**config.mk**
```make
export PLATFORM = sky130hd
export DESIGN_NAME = adaptive_idle_timeout
export DESIGN_NICKNAME = d
export VERILOG_FILES = /design/src/rtl/adaptive_idle_timeout.sv
export SDC_FILE = /design/constraint.sdc
export NUM_CORES = 1
export LEC_CHECK = 0
export BUFFER_PORTS_ARGS = -buffer_cell sky130_fd_sc_hd__buf_4
export CAP_MARGIN = 40
export CELL_PAD_IN_SITES_DETAIL_PLACEMENT = 1
export CELL_PAD_IN_SITES_GLOBAL_PLACEMENT = 1
export CORE_AREA = 2 2 73 75
export DETAILED_ROUTE_END_ITERATION = 16
export DIE_AREA = 0 0 75 77
export PLACE_DENSITY_LB_ADDON = 0.1
export RECOVER_POWER = 25
export SYNTH_ARGS = -nofsm -noshare
export SYNTH_HDL_FRONTEND = slang
export SYNTH_SLANG_ARGS = --single-unit
```
**constraint.sdc**
```tcl
create_clock -name clk -period 3.4 [get_ports clk]
set_input_delay 0.68 -clock clk [delete_from_list [all_inputs] [get_ports clk]]
set_output_delay 0.68 -clock clk [all_outputs]
set_load 0.05 [all_outputs]
```
**src/rtl/adaptive_idle_timeout.sv**
```systemverilog
module adaptive_idle_timeout #(
  parameter int CNT_W      = 12,
  parameter int BREAK_EVEN = 6,
  parameter int STEP       = 2,
  parameter int THR_MIN    = 0,
  parameter int THR_MAX    = 12
) (
  input  logic             clk,
  input  logic             rst_n,
  input  logic             active_i,
  output logic             sleep_req_o,
  output logic             wake_req_o,
  output logic [CNT_W-1:0] threshold_o
);

  localparam logic [CNT_W-1:0] CNT_SAT = '1;
  localparam logic [CNT_W:0]   BE_W    = (CNT_W+1)'(BREAK_EVEN);
  localparam logic [CNT_W:0]   STEP_W  = (CNT_W+1)'(STEP);
  localparam logic [CNT_W:0]   MIN_W   = (CNT_W+1)'(THR_MIN);
  localparam logic [CNT_W:0]   MAX_W   = (CNT_W+1)'(THR_MAX);

  logic [CNT_W-1:0] idle_cnt, thr;
  logic             asleep;

  wire go_sleep = !asleep && !active_i && (idle_cnt >= thr);
  wire go_wake  = asleep && active_i;

  wire [CNT_W:0] thr_w    = {1'b0, thr};
  wire           bad_shut = {1'b0, idle_cnt} < (thr_w + BE_W);
  wire [CNT_W:0] thr_up   = thr_w + STEP_W;
  wire [CNT_W-1:0] thr_inc = (thr_up > MAX_W) ? MAX_W[CNT_W-1:0] : thr_up[CNT_W-1:0];
  wire [CNT_W-1:0] thr_dec = (thr_w < MIN_W + STEP_W) ? MIN_W[CNT_W-1:0]
                                                       : thr - STEP_W[CNT_W-1:0];

  always_ff @(posedge clk) begin
    if (!rst_n) begin
      idle_cnt    <= '0;
      thr         <= CNT_W'(BREAK_EVEN);
      asleep      <= 1'b0;
      sleep_req_o <= 1'b0;
      wake_req_o  <= 1'b0;
    end else begin
      sleep_req_o <= go_sleep;
      wake_req_o  <= go_wake;
      if (active_i)                 idle_cnt <= '0;
      else if (idle_cnt != CNT_SAT) idle_cnt <= idle_cnt + 1'b1;
      if (go_sleep)     asleep <= 1'b1;
      else if (go_wake) asleep <= 1'b0;
      if (go_wake) thr <= bad_shut ? thr_inc : thr_dec;
    end
  end

  assign threshold_o = thr;


  no_dual_req_chk: assert property (@(posedge clk) disable iff (!rst_n)
    !(sleep_req_o && wake_req_o));


  sleep_pulse_chk: assert property (@(posedge clk) disable iff (!rst_n)
    sleep_req_o |=> !sleep_req_o);


  wake_pulse_chk: assert property (@(posedge clk) disable iff (!rst_n)
    wake_req_o |=> !wake_req_o);


  sleep_after_idle_chk: assert property (@(posedge clk) disable iff (!rst_n)
    $rose(sleep_req_o) |-> !$past(active_i));


  wake_after_active_chk: assert property (@(posedge clk) disable iff (!rst_n)
    $rose(wake_req_o) |-> $past(active_i));


  thr_move_chk: assert property (@(posedge clk) disable iff (!rst_n)
    !$stable(threshold_o) |-> wake_req_o);


  thr_range_chk: assert property (@(posedge clk) disable iff (!rst_n)
    (threshold_o >= MIN_W[CNT_W-1:0]) && (threshold_o <= MAX_W[CNT_W-1:0]));

endmodule

```
==> impl_results.md <==
* Largest net degree at the start of global routing at 20
* GRT met2 Usage at 0.327
* Sequential share of the synthesized area at 0.238
* Critical Path Fanout Max at 19
* Dpl ws at 353 ps
* Startpoint types: register
* Vias in the first global route at about 2k
* R2R Setup Slk at 310 ps
* PwrDens at 247 nW/um2
* Clock transition at the registers of the reported paths at 90 ps
* # diodes at 0
* Detailed Route WL at 5880 um
* Die Area at 5780 um2
* Mapped Area at 2180 um2
* RePlAce Congestion at 0.782
* Status: complete, no violations
* Clock skew at ~8.6 ps
* GR peak layer: met2
* Die H at 77 um
* Async S/R FF share, synth at 0
* H-tree levels at 1
* Final slew viol count at 0
* Adder-cell share of the synthesized area at 0.143
* Fin cells at 352
* Via count at roughly 2.0k
* Post-synth EDFFs at 0
* Dpl hpwl at 4600 um
* Hold_ws at 553 ps
* Synth Area in Simple Gates at 0.277
* Grt total ovfl at 0
* Initial core utilization at 0.439
* Critical Path AT at 3270 ps
* Setup TNS at 0 ps
* Post-CTS Setup Inserts at 0
* Layout area overhead at 10.3%
* RSZ-0062 raised after global routing: false
* IO Pins at 17
* Layout Nets at slightly above 300
* Hold Crit Class: register to register
* Post-synthesis cell type count at 60
* Critical-path top delay cell: dfxtp_1
* CP top delay family: simple AND/OR/NAND/NOR gates
* Layout cells sized above 1 at 0.121
* Worst Path Class, Setup: register to register
* Core Area at approximately 5000 um2
* Port Buffers at 15
* Clk_lat worst skew at 280 ps
* CTS Buf Count at 3
* WP data required at ~3600 ps
* Max_cap viols at 0
* Worst slew pin tran at roughly 610 ps
* Horiz. Die Dim at 75 um
* Critical path, cell by cell: nand3_4 -> nor2_1 -> nand4_1 -> xnor2_1 -> ha_1 -> nand3_1 -> nor4_1 -> o31ai_1 -> a22oi_4 -> nand2_1 -> o311ai_1
* Hold_buf cts at 0
* DRC violation count after routing at 0
* Peak Freq at 324 MHz
* Iter 0 DRT Violations at 91
* Peak supply drop at 0.150 mV
* XOR/XNOR Fraction of Synth Area at 0.0762
* DR pass1 iterations at 4
* Lkg Pwr at 0.975 nW
* Post_cts resized at 0
* Maximum buffer depth of the clock tree at 2
* Largest family of logic cells by synthesized area: simple AND/OR/NAND/NOR gates
* Final hold viol count at 0
* CP max stage delay at approximately 560 ps
* Cells after synthesis at 270
* GRT Overall Usage at 0.217
* Mean Syn Cell Area at 8.09 um2
* Mux cell area share after synthesis at 0.0138
* Routed length per instance at 16.7 um
* Layout Utilization at 0.484
* First-pass GRT wire length at just under 10,000 um
* Clock period minus worst slack at around 3100 ps
* Slew HR at 0.598
* Synth Warn # at 0
* Crit path buf inv count at 0
* Net count after synthesis at 298
* Worst setup margin at 314 ps
* Final setup violation count at 0
* CP Capture Type: register
* Complex-gate fraction of the synthesized area at 0.188
* Via/cell ratio at around 5.8
* Clock sinks at 26
* Met3 global-route usage at 0.0223
* Synth Flop Type: dfxtp_1
* Inst Count DP at about 350
* Met1 GRT Util at 0.314
* CTS tree: done
* Seq cells post-synth at 26
* Initial antenna violation count at 0
* # rows at 26
* Root Driver: clkbuf_8
* Routed Antenna Nets at 0
* Final critical-path share of the clock period at 0.908
-- worst min-delay path: cells and delay by family, from the launching register on --
| family | cells | cell delay, ps |
|---|---|---|
| and+or+nand+nor | 2 | 140 |
| DFF | 1 | 380 |
-- metal layers --
| layer | wire length (um) | vias to the layer above |
|---|---|---|
| met1 | 2990 | 989 |
| met4 | 78 | 0 |
| met5 | 0 | - |
| li1 | - | 1018 |
| met2 | 2690 | 23 |
| met3 | 125 | 6 |
-- cells in the final DEF (no fill, tap or decap), drive strengths merged, types with 6 or more instances in the layout --
cell | netlist | routed
a21oi | 12 | 12
buf | 8 | 14
clkbuf | 5 | 10
dfxtp | 26 | 26
ha | 25 | 25
inv | 16 | 16
nand2 | 22 | 22
nand3 | 21 | 21
nand4 | 12 | 12
nor2 | 22 | 22
nor3 | 9 | 9
nor4 | 6 | 6
o21ai | 11 | 11
xnor2 | 13 | 13
xor2 | 6 | 6
-- state kept, by name, summed over array words and instances, names as in the netlist --
signal / cells
sleep_req_o: 1
idle_cnt: 12
wake_req_o: 1
threshold_o: 11
asleep: 1
-- where the power goes --
group / total, W / switching, W / leakage, nW / internal [W]
clock: 0.000268 / 0.000110 / 0.0357 / 0.000158
combinational: 0.0000188 / 0.0000139 / 0.730 / 0.00000496
sequential: 0.000307 / 0.00000122 / 0.210 / 0.000305
total: 0.000594 / 0.000125 / 0.975 / 0.000468
-- stage by stage --
step	total power, W	area, um2
6_report	0.000594	2410
3_3_place_gp	0.000333	2360
5_1_grt	0.000620	2410
4_1_cts	0.000602	2430
2_1_floorplan	0.000328	2180
3_5_place_dp	0.000333	2360
-- final cells by class --
| cell class | instances | area, um2 |
|---|---|---|
| Fill cell | 626 | 2570 |
| Multi-Input combinational cell | 213 | 1530 |
| Sequential cell | 26 | 520 |
| Timing Repair Buffer | 21 | 131 |
| Tap cell | 70 | 87.6 |
| Inverter | 18 | 67.6 |
| Clock buffer | 3 | 41.3 |
| Clock inverter | 1 | 30.0 |
-- final timing paths --
kind / start / endpoint / cells past startpoint
worst max register to register: threshold_o[5]$_SDFFE_PN0P_ / threshold_o[2]$_SDFFE_PN1P_ / 11
worst max-delay path: threshold_o[5]$_SDFFE_PN0P_ / threshold_o[2]$_SDFFE_PN1P_ / 11
worst min register to register: threshold_o[11]$_SDFFE_PN0P_ / threshold_o[11]$_SDFFE_PN0P_ / 2
worst min-delay path: threshold_o[11]$_SDFFE_PN0P_ / threshold_o[11]$_SDFFE_PN0P_ / 2
-- Yosys cell counts (6+ instances only) --
cell | instances | share of area
ha_1 | 25 | 0.14
xnor2_1 | 13 | 0.052
nand4_1 | 11 | 0.032
inv_1 | 12 | 0.021
dfxtp_1 | 26 | 0.24
nand2_1 | 22 | 0.038
o21ai_0 | 11 | 0.025
xor2_1 | 6 | 0.024
nand3_1 | 20 | 0.046
nor2_1 | 20 | 0.034
a21oi_1 | 12 | 0.028
nor3_1 | 7 | 0.016
-- kinds of logic after synthesis --
kind of cell / count (synthesis)
flip-flops: 26
AO/OA/AOI/OAI: 56
AND/OR/NAND/NOR: 109
multiplexers: 3
XOR/XNOR: 19
buffers and inverters: 31
adder cells (fa/ha/maj): 25
other: 1
(Power assumes the default switching activity.)
